<file path="config.mk">
export PLATFORM = sky130hd
export DESIGN_NAME = dpot_i2c_target
export DESIGN_NICKNAME = d
export VERILOG_FILES = /design/src/rtl/dpot_pkg.sv /design/src/rtl/dpot_bus_sync.sv /design/src/rtl/dpot_wiper_bank.sv /design/src/rtl/dpot_i2c_target.sv
export SDC_FILE = /design/constraint.sdc
export NUM_CORES = 1
export LEC_CHECK = 0
export BUFFER_PORTS_ARGS = -buffer_cell sky130_fd_sc_hd__buf_2
export CORE_MARGIN = 5
export CORE_UTILIZATION = 41
export CTS_BUF_LIST = sky130_fd_sc_hd__clkbuf_8
export CTS_CLUSTER_DIAMETER = 120
export DETAILED_ROUTE_END_ITERATION = 8
export PLACE_DENSITY = 0.67
export SLEW_MARGIN = 30
export SYNTH_ARGS = -nofsm -noshare
export SYNTH_HDL_FRONTEND = slang
export SYNTH_SLANG_ARGS = --single-unit
</file>
<file path="constraint.sdc">
create_clock -name clk -period 2.1 [get_ports clk]
set_input_delay 0.315 -clock clk [delete_from_list [all_inputs] [get_ports clk]]
set_output_delay 0.315 -clock clk [all_outputs]
set_load 0.01 [all_outputs]
</file>
<file path="src/rtl/dpot_pkg.sv">
package dpot_pkg;
    localparam int          DPOT_BYTE_W  = 8;
    localparam logic [4:0]  DPOT_ADDR_HI = 5'b01011;

    typedef enum logic [3:0] {
        ST_IDLE,
        ST_ADDR,
        ST_ADDR_ACK,
        ST_CMD,
        ST_CMD_ACK,
        ST_DATA,
        ST_DATA_ACK,
        ST_RD_BYTE,
        ST_RD_ACK,
        ST_IGNORE
    } dpot_state_e;
endpackage

</file>
<file path="src/rtl/dpot_bus_sync.sv">
module dpot_bus_sync #(
    parameter int STAGES = 2
) (
    input  logic clk,
    input  logic rst_n,
    input  logic scl_i,
    input  logic sda_i,
    output logic scl_s,
    output logic sda_s,
    output logic scl_rise,
    output logic scl_fall,
    output logic start_det,
    output logic stop_det
);
    logic [STAGES-1:0] scl_p;
    logic [STAGES-1:0] sda_p;
    logic              scl_q;
    logic              sda_q;

    // Bus idles high, so the chain resets to ones.
    always_ff @(posedge clk or negedge rst_n) begin
        if (!rst_n) begin
            scl_p <= '1;
            sda_p <= '1;
            scl_q <= 1'b1;
            sda_q <= 1'b1;
        end else begin
            scl_p <= {scl_p[STAGES-2:0], scl_i};
            sda_p <= {sda_p[STAGES-2:0], sda_i};
            scl_q <= scl_s;
            sda_q <= sda_s;
        end
    end

    assign scl_s     = scl_p[STAGES-1];
    assign sda_s     = sda_p[STAGES-1];
    assign scl_rise  = scl_s & ~scl_q;
    assign scl_fall  = ~scl_s & scl_q;
    assign start_det = scl_s & scl_q & sda_q & ~sda_s;
    assign stop_det  = scl_s & scl_q & ~sda_q & sda_s;
endmodule

</file>
<file path="src/rtl/dpot_wiper_bank.sv">
module dpot_wiper_bank #(
    parameter int                 N_CH       = 2,
    parameter int                 CODE_W     = 8,
    parameter logic [CODE_W-1:0]  RESET_CODE = 8'h80,
    localparam int                CH_W       = (N_CH > 1) ? $clog2(N_CH) : 1
) (
    input  logic                          clk,
    input  logic                          rst_n,
    input  logic                          wr_en,
    input  logic [CH_W-1:0]               wr_ch,
    input  logic                          wr_sd,
    input  logic [CODE_W-1:0]             wr_data,
    output logic [N_CH-1:0][CODE_W-1:0]   code_o,
    output logic [N_CH-1:0]               shdn_o
);
    always_ff @(posedge clk or negedge rst_n) begin
        if (!rst_n) begin
            for (int i = 0; i < N_CH; i++) begin
                code_o[i] <= RESET_CODE;
                shdn_o[i] <= 1'b0;
            end
        end else if (wr_en) begin
            for (int i = 0; i < N_CH; i++) begin
                if (wr_ch == CH_W'(i)) begin
                    shdn_o[i] <= wr_sd;
                    if (!wr_sd) code_o[i] <= wr_data;
                end
            end
        end
    end

    generate
        for (genvar g = 0; g < N_CH; g++) begin : g_chk
            AST_SHDN_KEEPS_CODE: assert property (@(posedge clk) disable iff (!rst_n)
                (wr_en && wr_ch == CH_W'(g) && wr_sd) |=> ($stable(code_o[g]) && shdn_o[g]))
                else $error("shutdown write altered stored code");
        end
    endgenerate
endmodule

</file>
<file path="src/rtl/dpot_i2c_target.sv">
module dpot_i2c_target
    import dpot_pkg::*;
#(
    parameter bit          PIN_STRAP   = 1'b1,
    parameter logic [7:0]  RESET_CODE  = 8'h80,
    parameter int          SYNC_STAGES = 2
) (
    input  logic       clk,
    input  logic       rst_n,
    input  logic       scl_i,
    input  logic       sda_i,
    output logic       sda_oe,
    input  logic [1:0] addr_strap,
    output logic [7:0] wiper_a,
    output logic [7:0] wiper_b,
    output logic       shdn_a,
    output logic       shdn_b
);
    localparam int N_CH  = 2;
    localparam int CNT_W = $clog2(DPOT_BYTE_W) + 1;

    dpot_state_e state, nxt;
    logic [CNT_W-1:0]        bit_cnt;
    logic [DPOT_BYTE_W-1:0]  shreg;
    logic                    sel_q, sd_q;
    logic scl_s, sda_s, scl_rise, scl_fall, start_det, stop_det;
    logic [6:0]              my_addr;
    logic                    addr_hit, byte_full, wr_en;
    logic [N_CH-1:0][DPOT_BYTE_W-1:0] codes;
    logic [N_CH-1:0]         shdns;

    dpot_bus_sync #(.STAGES(SYNC_STAGES)) u_sync (
        .clk(clk), .rst_n(rst_n), .scl_i(scl_i), .sda_i(sda_i),
        .scl_s(scl_s), .sda_s(sda_s), .scl_rise(scl_rise), .scl_fall(scl_fall),
        .start_det(start_det), .stop_det(stop_det)
    );

    assign my_addr   = {DPOT_ADDR_HI, (PIN_STRAP ? addr_strap : 2'b11)};
    assign byte_full = (bit_cnt == CNT_W'(DPOT_BYTE_W));
    assign addr_hit  = (shreg[7:1] == my_addr);

    // Next-state logic
    always_comb begin
        nxt = state;
        if (stop_det) begin
            nxt = ST_IDLE;
        end else if (start_det) begin
            nxt = ST_ADDR;
        end else begin
            unique case (state)
                ST_IDLE:     nxt = ST_IDLE;
                ST_ADDR:     if (scl_fall && byte_full) nxt = addr_hit ? ST_ADDR_ACK : ST_IGNORE;
                ST_ADDR_ACK: if (scl_fall) nxt = shreg[0] ? ST_RD_BYTE : ST_CMD;
                ST_CMD:      if (scl_fall && byte_full) nxt = ST_CMD_ACK;
                ST_CMD_ACK:  if (scl_fall) nxt = ST_DATA;
                ST_DATA:     if (scl_fall && byte_full) nxt = ST_DATA_ACK;
                ST_DATA_ACK: if (scl_fall) nxt = ST_IGNORE;
                ST_RD_BYTE:  if (scl_fall && bit_cnt == CNT_W'(DPOT_BYTE_W - 1)) nxt = ST_RD_ACK;
                ST_RD_ACK:   if (scl_fall) nxt = ST_IGNORE;
                ST_IGNORE:   nxt = ST_IGNORE;
                default:     nxt = ST_IDLE;
            endcase
        end
    end

    // State register and shift datapath
    always_ff @(posedge clk or negedge rst_n) begin
        if (!rst_n) begin
            state   <= ST_IDLE;
            bit_cnt <= '0;
            shreg   <= '0;
            sel_q   <= 1'b0;
            sd_q    <= 1'b0;
        end else begin
            state <= nxt;
            if (start_det || stop_det || nxt != state) begin
                bit_cnt <= '0;
            end else if (scl_rise && (state == ST_ADDR || state == ST_CMD || state == ST_DATA)) begin
                shreg   <= {shreg[DPOT_BYTE_W-2:0], sda_s};
                bit_cnt <= bit_cnt + CNT_W'(1);
            end else if (scl_fall && state == ST_RD_BYTE) begin
                shreg   <= {shreg[DPOT_BYTE_W-2:0], 1'b0};
                bit_cnt <= bit_cnt + CNT_W'(1);
            end
            if (state == ST_ADDR_ACK && nxt == ST_RD_BYTE) shreg <= codes[sel_q];
            if (state == ST_CMD_ACK && nxt == ST_DATA) begin
                sel_q <= shreg[7];
                sd_q  <= shreg[6];
            end
        end
    end

    // Outputs decoded from state
    always_comb begin
        sda_oe = 1'b0;
        wr_en  = 1'b0;
        unique case (state)
            ST_ADDR_ACK, ST_CMD_ACK: sda_oe = 1'b1;
            ST_DATA_ACK: begin
                sda_oe = 1'b1;
                wr_en  = scl_fall && !start_det && !stop_det;
            end
            ST_RD_BYTE: sda_oe = ~shreg[DPOT_BYTE_W-1];
            default: ;
        endcase
    end

    dpot_wiper_bank #(.N_CH(N_CH), .CODE_W(DPOT_BYTE_W), .RESET_CODE(RESET_CODE)) u_bank (
        .clk(clk), .rst_n(rst_n), .wr_en(wr_en), .wr_ch(sel_q), .wr_sd(sd_q),
        .wr_data(shreg), .code_o(codes), .shdn_o(shdns)
    );

    assign wiper_a = codes[0];
    assign wiper_b = codes[1];
    assign shdn_a  = shdns[0];
    assign shdn_b  = shdns[1];

    AST_SDA_FREE_WHEN_IDLE: assert property (@(posedge clk) disable iff (!rst_n)
        (state == ST_IDLE || state == ST_IGNORE) |-> !sda_oe)
        else $error("SDA held while not addressed");
    AST_SDA_PULL_SCL_LOW: assert property (@(posedge clk) disable iff (!rst_n)
        $rose(sda_oe) |-> !scl_s)
        else $error("SDA pulled while SCL high");
    AST_SDA_FREE_SCL_LOW: assert property (@(posedge clk) disable iff (!rst_n)
        $fell(sda_oe) |-> !scl_s)
        else $error("SDA released while SCL high");
    AST_READ_LEN: assert property (@(posedge clk) disable iff (!rst_n)
        (state == ST_RD_BYTE) |-> (bit_cnt < CNT_W'(DPOT_BYTE_W)))
        else $error("read byte overran");
    AST_WIPER_QUIET: assert property (@(posedge clk) disable iff (!rst_n)
        !wr_en |=> $stable({wiper_a, wiper_b, shdn_a, shdn_b}))
        else $error("outputs changed without commit");
endmodule

</file>
==> results of run 1 <==
-- final cells by class --
class | count | area share, %
multi-input combinational | 148 | 39.7
sequential | 42 | 36.7
timing repair buffer | 66 | 16.0
tap | 70 | 3.02
clock buffer | 5 | 2.37
clock inverter | 3 | 1.51
inverter | 5 | 0.647
-- metrics by stage --
step	total power, W	instances	hold slack (ns)	util (%)	cell area, um2
detailed placement	0.00122	321	0.349	51.2	2660
finish	0.00187	339	0.0758	55.7	2900
floorplan	0.00108	202	0.0194	-	2230
global placement	0.00121	321	0.346	51.2	2660
CTS	0.00187	331	0.0965	53.8	2800
global route	0.00197	339	0.106	55.7	2900
-- power by group through the flow --
stage	Combinational [W]	Clock (W)	Sequential, W
floorplan	0.000158	0	0.000926
global placement	0.000281	0	0.000930
detailed placement	0.000288	0	0.000933
CTS	0.000294	0.000657	0.000918
global route	0.000350	0.000697	0.000926
finish	0.000310	0.000645	0.000918
-- state kept, by name (all words and copies together) (netlist names), 2 cells and up --
name / flops
bit_cnt: 4
shreg: 8
state: 4
u_bank.code_o: 16
u_bank.shdn_o: 2
u_sync.scl_p: 2
u_sync.sda_p: 2
-- final timing paths --
| path | from | endpoint | depth (start not counted) |
|---|---|---|---|
| max | u_sync.scl_p[1] | bit_cnt[1] | 7 |
| min | rst_n | u_bank.code_o[9] | 2 |
| max reg2reg | u_sync.scl_p[1] | bit_cnt[1] | 7 |
| min reg2reg | u_sync.sda_p[0] | u_sync.sda_p[1] | 0 |
| max in group asynchronous | rst_n | state[2] | 2 |
| min in group clk | sda_i | u_sync.sda_p[0] | 1 |
-- critical path: stages, from the launching register on --
cell and delay (ns):
dfstp_2 0.59, nand2b_1 0.18, buf_4 0.15, nor4_1 0.05
o21ai_0 0.17, nand3_1 0.14, or4b_4 0.58, a21oi_2 0.12
-- cells in the final DEF (no fill, tap or decap), types with 4 or more instances in the layout --
cell type	instances
dfstp_2	8
a311o_1	6
nand2_1	17
mux2i_1	7
dfrtp_1	31
nand3_1	6
inv_1	5
nor2_2	5
a21oi_1	4
buf_4	39
clkbuf_8	5
xor2_1	5
nand3b_1	4
nor2b_1	4
mux2_2	18
nor2_1	22
buf_2	24
o21ai_0	4
-- what timing repair did --
item	in CTS	in global routing
pin swaps	2	15
buffers inserted	1	8
endpoints found under the hold margin	0	0
resized for setup	0	10
endpoints found under the setup margin	6	11
cloned	1	0
-- cells by family after synthesis --
kind of cell	synth area share, %
AOI/OAI and AO/OA	13.2
xor gates and xnor gates	2.36
adders and majority gates	1.12
buffers and inverters	2.86
DFF	47.6
muxes	13.8
and+or+nand+nor	19.1
-- layer usage --
metal  up-vias  global-route usage (%)  share of wire (%)
li1        862                       -                  -
met1       894                    21.8                 46
met2        55                    23.6                 47
met3         5                    3.46                5.7
met4         0                    4.09                1.0
met5         -                       0                  0
==> impl_metrics.csv, run 1 <==
group,metric,value,unit
run_status,status,"complete, no violations",
sta,relSlewSlack,65.0,%
power,sw_frac_of_total,26.6,%
drt,dr.pass1.iters,4,
sta,fin_crit_sh,97.2,%
global_route,antenna_found_initial,0,
placement,hpwl,3580,um
sta,period_needed,2.04,ns
clock_network,cts_tree,"yes",
power,cellLeakagePower,1.36,nW
floorplan,rows,26,
drt,wire_per_inst,15.4,um
worst_hold_path,holdCritPathClass,"in -> async",
global_route,grt-ovfl-total,0,
power,p_per_area,646,nW/um2
sta,slew_viol_final,0,
placement,pre_cts_ws,-0.0558,ns
clock_network,cts_buffer_depth,2,
placement,io_buffers,24,
sta,timing.fmax,0.490,GHz
setup_path,crit_fanout,6,
setup_path,cp-end-kind,"flip-flop",
logic_synthesis,yosys.area.top_type,"dfrtp_1",
clock_network,clkLatencyLatePin,0.30,ns
sta,finalHoldViolCount,0,
drt,ant_nets,0,
power,peakVddDrop,546,uV
sta,worstMarginPinSlew,0.525,ns
logic_synthesis,ys_async_sr_fraction,100,%
drt,first_iter_violations,136,
sta,fin_skew,0.00812,ns
logic_synthesis,syn-cell-area,2230,um2
logic_synthesis,synth_edf_count,0,
sta,setup_ws,0.0582,ns
logic_synthesis,synth_cell_types,48,
logic_synthesis,yosys_warnings,0,
logic_synthesis,synthTopCellsByArea,"dfrtp_1 (38%), dfstp_2 (9.4%), mux2_2 (8.6%), nor2_1 (4.0%), mux2i_1 (3.1%)",
logic_synthesis,synth_top_area_share,38.2,%
drt,vias,1816,
sta,fin_tns_setup,0,ns
final_layout,multi_input_area,1150,um2
logic_synthesis,syn_inst,202,
power,p_int,0.00138,W
placement,place_congestion,0.915,
clock_network,cts-root-buf,"clkbuf_8",
logic_synthesis,synth_ff_type,"dfrtp_1",
drt,via_per_inst,5.36,
logic_synthesis,synth_most_common_cell,"dfrtp_1",
clock_network,cts.sinks,42,
final_layout,register_area,1060,um2
power,p_comb_share,16.6,%
global_route,grt_max_degree,43,
final_layout,fin_nets,276,
floorplan,coreArea,5200,um2
flow_run,drv_cap,0,
global_route,grt_pass1_wl,8770,um
drt,wl,5230,um
setup_path,worstPathRequired,2.33,ns
power,switchingPower,0.000498,W
global_route,grt_pass1_vias,1783,
clock_network,path_clk_slew,0.09,ns
floorplan,fp.dieH,83.7,um
power,p_seq_share,49.0,%
final_layout,antenna_cells,0,
setup_path,critPathArrivalTime,2.27,ns
floorplan,die_w,83.7,um
clock_network,cts_hold_buf,0,
final_layout,syn2layout_area_growth,30.2,%
logic_synthesis,synth-seq-cells,42,
global_route,grt_usage,15.3,%
floorplan,die-area,7010,um2
logic_synthesis,seq_area_frac_synth,47.6,%
final_layout,fill_cells,461,
floorplan,start_util,42.8,%
clock_network,numCtsBuffers,5,
logic_synthesis,syn-num-nets,210,
floorplan,io_pins,25,
clock_network,htreeDepth,2,
power,p_clk_share,34.4,%
sta,setup_violations,0,
logic_synthesis,synth_commonest_cells,"dfrtp_1 (34), nor2_1 (24), nand2_1 (18)",
logic_synthesis,avgSynthCellArea,11.0,um2
setup_path,start_kind,"flip-flop",
setup_path,critical_path_class,"reg -> reg",
setup_path,reg2reg_slack,0.06,ns
final_layout,drive_gt1_share,44.6,%
drt,route.detailed.drc,0,
Power figures use the tool's default switching activity.
==> run 2: changes to the inputs <==
--- a/config.mk
+++ b/config.mk
@@ -11,8 +11,9 @@
 export CTS_BUF_LIST = sky130_fd_sc_hd__clkbuf_8
 export CTS_CLUSTER_DIAMETER = 120
 export DETAILED_ROUTE_END_ITERATION = 8
-export PLACE_DENSITY = 0.67
+export PLACE_DENSITY = 0.63
 export SLEW_MARGIN = 30
 export SYNTH_ARGS = -nofsm -noshare
 export SYNTH_HDL_FRONTEND = slang
 export SYNTH_SLANG_ARGS = --single-unit
+export TNS_END_PERCENT = 30
==> impl_metrics.csv, run 2 (same netlist as run 1, synthesis figures left out) <==
group,metric,value,unit
global_route,grt-ovfl-total,0,
final_layout,fin_util,53.5,%
drt,ant_nets,0,
global_route,grt_pass1_wl,8400,um
placement,dpl.cell_count,321,
final_layout,regMostFlops,"u_bank.code_o",
drt,wire_per_inst,14.6,um
clock_network,cts_buffer_depth,2,
sta,finalHoldViolCount,0,
sta,relSlewSlack,64.1,%
floorplan,coreArea,5200,um2
setup_path,crit_start,"u_sync.scl_p[1]",
sta,worstMarginPinSlew,0.539,ns
final_layout,largestRegisters,"u_bank.code_o x16, shreg x8",
sta,setup_violations,0,
global_route,grt_usage,14.7,%
sta,fin_crit_sh,95.8,%
global_route,grt_max_degree,43,
power,p_per_area,615,nW/um2
sta,fin_skew,0.0104,ns
drt,via_per_inst,5.26,
sta,fin_tns_setup,0,ns
drt,wl,4860,um
setup_path,crit_chain,"nand2b_1 -> buf_4 -> nor4_1 -> o21ai_0 -> nand3_1 -> or4b_4 -> nor2_1",
final_layout,final_cell_mix,"buf_4 (34), dfrtp_1 (32), nor2_1 (24), buf_2 (24)",
setup_path,worst-path-stages,7,
final_layout,antenna_cells,0,
placement,io_buffers,24,
setup_path,r2r_end,"bit_cnt[3]",
global_route,grt_pass1_vias,1686,
drt,dr.pass1.iters,4,
floorplan,die-area,7010,um2
run_status,status,"complete, no violations",
worst_hold_path,holdCritPathClass,"in -> async",
setup_path,r2r-start,"u_sync.scl_p[1]",
setup_path,crit_path_end,"bit_cnt[3]",
setup_path,reg2reg_slack,0.09,ns
final_layout,drive_gt1_share,41.4,%
power,peakVddDrop,330,uV
setup_path,cpPeakStageDelay,0.59,ns
setup_path,start_kind,"flip-flop",
placement,hpwl,3610,um
clock_network,cts-root-buf,"clkbuf_8",
setup_path,critPathTopFamily,"simple AND/OR/NAND/NOR gates",
clock_network,clkLatencyLatePin,0.29,ns
floorplan,die_w,83.7,um
final_layout,fill_cells,483,
setup_path,critPathArrivalTime,2.23,ns
setup_path,crit_fanout,6,
sta,timing.fmax,0.497,GHz
setup_path,worstPathRequired,2.32,ns
final_layout,syn2layout_area_growth,25.0,%
sta,period_needed,2.01,ns
placement,pre_cts_ws,-0.0533,ns
clock_network,path_clk_slew,0.08,ns
drt,vias,1753,
clock_network,cts_tree,"yes",
drt,route.detailed.drc,0,
final_layout,largest_register_ffs,16,
clock_network,cts.sinks,42,
floorplan,fp.dieH,83.7,um
final_layout,register_area,1060,um2
sta,hold_ws,0.0879,ns
clock_network,htreeDepth,2,
drt,first_iter_violations,253,
global_route,antenna_found_initial,0,
final_layout,final_cells,333,
setup_path,cp_num_buf_inv,1,
flow_run,drv_cap,0,
sta,rsz0062_at_grt,"yes",
final_layout,multi_input_area,1110,um2
placement,place_congestion,0.858,
setup_path,r2r_cells,7,
sta,setup_ws,0.0886,ns
setup_path,slowest_stage,"dfstp_2",
setup_path,critical_path_class,"reg -> reg",
clock_network,numCtsBuffers,5,
power,cellLeakagePower,1.32,nW
setup_path,cp-end-kind,"flip-flop",
final_layout,layout_commonest_cell,"buf_4",
floorplan,io_pins,25,
sta,slew_viol_final,0,
floorplan,start_util,42.8,%
final_layout,fin_nets,270,
floorplan,rows,26,
-- run 2: power by group --
group	internal [W]	switching [W]
Clock	0.000230	0.000267
Sequential	0.000864	0.0000505
Combinational	0.000151	0.000149
-- run 2: routing by layer --
layer / vias up / part of all wire (%) / track usage (%)
li1: 855 / - / -
met1: 841 / 48 / 21.9
met2: 46 / 46 / 21.3
met3: 11 / 4.2 / 3.46
met4: 0 / 1.5 / 3.80
met5: - / 0 / 0
-- run 2: metrics by stage --
step / instance area (um2) / total power (W)
finish: 2790 / 0.00171
floorplan: 2230 / 0.00108
global placement: 2650 / 0.00121
detailed placement: 2650 / 0.00122
global route: 2790 / 0.00181
CTS: 2740 / 0.00172
-- run 2: worst min path at each step --
stage | from | end | slack [ns] | cells after the start
2_1_floorplan | rst_n | bit_cnt[0] | 0.02 | 0
3_3_place_gp | u_sync.sda_p[0] | u_sync.sda_p[1] | 0.35 | 0
3_5_place_dp | u_sync.sda_p[0] | u_sync.sda_p[1] | 0.35 | 0
4_1_cts | rst_n | u_bank.code_o[13] | 0.10 | 2
5_1_grt | scl_i | u_sync.scl_p[0] | 0.10 | 1
6_report | rst_n | bit_cnt[0] | 0.09 | 2
-- run 2: layout make-up --
type	instances	area share, %
Multi-Input combinational cell	147	39.8
Sequential cell	42	38.2
Timing Repair Buffer	61	15.1
Tap cell	70	3.14
Clock buffer	5	2.47
Inverter	5	0.674
Clock inverter	3	0.629
-- run 2: repair_timing --
| action | in CTS | in global routing |
|---|---|---|
| buffers inserted | 0 | 4 |
| hold buffers | 0 | 0 |
| pin swaps | 1 | 3 |
| endpoints found under the setup margin | 9 | 12 |
| resized for setup | 1 | 3 |
==> run 3: changes to the inputs <==
--- a/config.mk
+++ b/config.mk
@@ -11,9 +11,11 @@
 export CTS_BUF_LIST = sky130_fd_sc_hd__clkbuf_8
 export CTS_CLUSTER_DIAMETER = 120
 export DETAILED_ROUTE_END_ITERATION = 8
+export GPL_TIMING_DRIVEN = 0
 export PLACE_DENSITY = 0.63
 export SLEW_MARGIN = 30
 export SYNTH_ARGS = -nofsm -noshare
 export SYNTH_HDL_FRONTEND = slang
+export SYNTH_HIERARCHICAL = 1
 export SYNTH_SLANG_ARGS = --single-unit
 export TNS_END_PERCENT = 30
==> impl_metrics.csv, run 3 <==
group,metric,value,unit
sta,hold_ws,-0.00581,ns
clock_network,cts-root-buf,"clkbuf_8",
global_route,met1_usage,21.2,%
logic_synthesis,synthTopCellsByArea,"dfrtp_1 (39%), mux2_2 (10%), dfstp_2 (9.6%), a31oi_1 (2.9%), nor2b_1 (2.6%)",
drt,wire_per_inst,17.1,um
global_route,grt-ovfl-total,0,
clock_network,clkLatencyLatePin,0.30,ns
logic_synthesis,synth_edf_count,0,
drt,route.detailed.drc,0,
drt,ant_nets,0,
power,p_clk_share,29.5,%
worst_hold_path,holdCritPathClass,"in -> async",
flow_run,drv_cap,0,
setup_path,crit_chain,"and4b_2 -> nor2_4 -> o211ai_4 -> or4_4 -> buf_4 -> a211oi_4 -> a31oi_4",
clock_network,numCtsBuffers,5,
setup_path,start_kind,"flip-flop",
sta,rsz0062_at_grt,"yes",
floorplan,io_pins,25,
logic_synthesis,synth-seq-cells,42,
floorplan,coreArea,5140,um2
setup_path,cp_num_buf_inv,1,
setup_path,r2r_end,"shreg[2]",
final_layout,largestRegisters,"u_bank/code_o x16, shreg x8",
setup_path,worst-path-stages,7,
power,cellLeakagePower,1.27,nW
global_route,grt_usage,14.7,%
floorplan,start_util,42.7,%
drt,via_per_inst,5.55,
power,totalPowerFinal,0.00188,W
setup_path,crit_start,"u_sync/sda_q",
setup_path,cp-end-kind,"flip-flop",
drt,vias,1722,
setup_path,crit_path_end,"shreg[2]",
global_route,grtUsageMet2,21.4,%
setup_path,critPathArrivalTime,2.38,ns
logic_synthesis,synth_top_area_share,38.8,%
logic_synthesis,yosys.area.top_type,"dfrtp_1",
setup_path,r2r-start,"u_sync/sda_q",
clock_network,htreeDepth,2,
logic_synthesis,synth_cell_types,53,
floorplan,die_w,83.2,um
logic_synthesis,synth_most_common_cell,"dfrtp_1",
power,sw_frac_of_total,30.6,%
final_layout,largest_register_ffs,16,
clock_network,cts_tree,"yes",
setup_path,r2r_cells,7,
power,peakVddDrop,473,uV
run_status,violations,"negative hold slack, negative setup slack",
logic_synthesis,syn-cell-area,2190,um2
sta,finalHoldViolCount,2,
sta,setup_ws,-0.106,ns
global_route,top_usage_layer,"met2",
final_layout,syn2layout_area_growth,29.4,%
setup_path,critPathTopFamily,"simple AND/OR/NAND/NOR gates",
global_route,grt_pass1_wl,8420,um
final_layout,final_cell_mix,"dfrtp_1 (34), buf_2 (24), buf_4 (14)",
power,p_seq_share,53.3,%
final_layout,fin_nets,247,
run_status,status,"complete, but fails checks",
placement,hpwl,3250,um
logic_synthesis,seq_area_frac_synth,48.3,%
logic_synthesis,avgSynthCellArea,11.3,um2
logic_synthesis,ys_async_sr_fraction,100,%
sta,setup_violations,7,
drt,first_iter_violations,110,
final_layout,antenna_cells,0,
drt,wl,5290,um
sta,fin_crit_sh,105,%
setup_path,crit_fanout,7,
final_layout,regMostFlops,"u_bank/code_o",
power,p_int,0.00130,W
logic_synthesis,syn-num-nets,202,
logic_synthesis,synth_ff_type,"dfrtp_1",
power,switchingPower,0.000575,W
placement,place_congestion,0.903,
logic_synthesis,yosys_warnings,6,
logic_synthesis,syn_inst,194,
global_route,grt_pass1_vias,1670,
sta,fin_tns_setup,-0.351,ns
power,p_comb_share,17.2,%
sta,period_needed,2.21,ns
sta,relSlewSlack,57.1,%
clock_network,path_clk_slew,0.09,ns
sta,worstMarginPinSlew,0.644,ns
floorplan,fp.dieH,83.2,um
floorplan,rows,26,
sta,slew_viol_final,0,
global_route,grt_max_degree,43,
setup_path,cpPeakStageDelay,0.61,ns
setup_path,worstPathRequired,2.27,ns
power,p_per_area,661,nW/um2
setup_path,reg2reg_slack,-0.11,ns
floorplan,die-area,6920,um2
final_layout,layout_commonest_cell,"dfrtp_1",
placement,io_buffers,24,
global_route,use_met3,3.76,%
drt,dr.pass1.iters,4,
final_layout,drive_gt1_share,49.6,%
logic_synthesis,synth_commonest_cells,"dfrtp_1 (34), mux2_2 (20), a31oi_1 (10), nor2_1 (10)",
sta,timing.fmax,0.453,GHz
clock_network,cts.sinks,42,
clock_network,cts_buffer_depth,2,
setup_path,slowest_stage,"or4_4",
sta,fin_skew,0.00997,ns
setup_path,critical_path_class,"reg -> reg",
global_route,antenna_found_initial,0,
run 3: logic make-up (layout without fill, tap and decap cells):
family                     Yosys count  count (layout)  synth area share, %
buffers and inverters               15              61                 3.65
muxes                               24              24                 12.2
adders and majority gates            3               3                 1.60
xor gates and xnor gates             5               5                 2.00
AOI/OAI and AO/OA                   42              42                 13.8
DFF                                 42              42                 48.3
and+or+nand+nor                     63              63                 18.4
run 3: per-stage QoR:
stage | hold slack [ns] | cell area [um2] | util (%) | instances | setup slack (ns)
2_1_floorplan | 0.0194 | 2200 | - | 194 | -0.0333
6_report | -0.00581 | 2840 | 55.3 | 310 | -0.106
5_1_grt | 0.0367 | 2840 | 55.3 | 310 | -0.177
3_3_place_gp | 0.346 | 2400 | 46.8 | 288 | -0.278
3_5_place_dp | 0.348 | 2400 | 46.8 | 288 | -0.262
4_1_cts | 0.106 | 2590 | 50.4 | 300 | -0.110
run 3: layout make-up:
class / instances / area (um2)
repair buffers: 39 / 269
multi-input cells: 137 / 1240
clock inverters: 2 / 12.5
clock buffers: 6 / 82.6
flip-flops and latches: 42 / 1060
well taps: 70 / 87.6
fillers: 449 / 2300
inverters: 7 / 26.3
plain buffers: 7 / 58.8
run 3: power groups by stage:
| stage | Sequential [W] | Clock, W | Combinational, W |
|---|---|---|---|
| final | 0.00100 | 0.000554 | 0.000324 |
| after CTS | 0.000991 | 0.000570 | 0.000263 |
| after global routing | 0.00101 | 0.000610 | 0.000359 |
| after global placement | 0.00100 | 0 | 0.000233 |
| after detailed placement | 0.00101 | 0 | 0.000238 |
| after floorplan | 0.000966 | 0 | 0.000182 |
run 3: per-layer routing:
layer	vias to the layer above	routed length [um]	share of wire, %
li1	825	-	-
met1	847	2480	47
met2	39	2460	46
met3	11	250	4.7
met4	0	98	1.9
met5	-	0	0
run 3: how the worst min path moves through the flow:
stage | from | endpoint | cells after the start
5_1_grt | rst_n | state[3] | 1
3_3_place_gp | u_sync/scl_p[0] | u_sync/scl_p[1] | 0
3_5_place_dp | u_sync/scl_p[0] | u_sync/scl_p[1] | 0
4_1_cts | sda_i | u_sync/sda_p[0] | 1
6_report | rst_n | state[3] | 1
2_1_floorplan | rst_n | bit_cnt[0] | 0
run 3: repair_timing:
item / in CTS / in global routing
endpoints found under the setup margin: 22 / 28
setup buffers: 4 / 10
cloned: 0 / 1
hold buffers: 0 / 0
pin swaps: 8 / 21
gates resized for setup: 11 / 38
run 3: worst register-to-register path, stage by stage (launching register included):
cell and delay (ns):
dfstp_2 0.53, and4b_2 0.25, nor2_4 0.18, o211ai_4 0.09, or4_4 0.61, buf_4 0.18, a211oi_4 0.21, a31oi_4 0.04
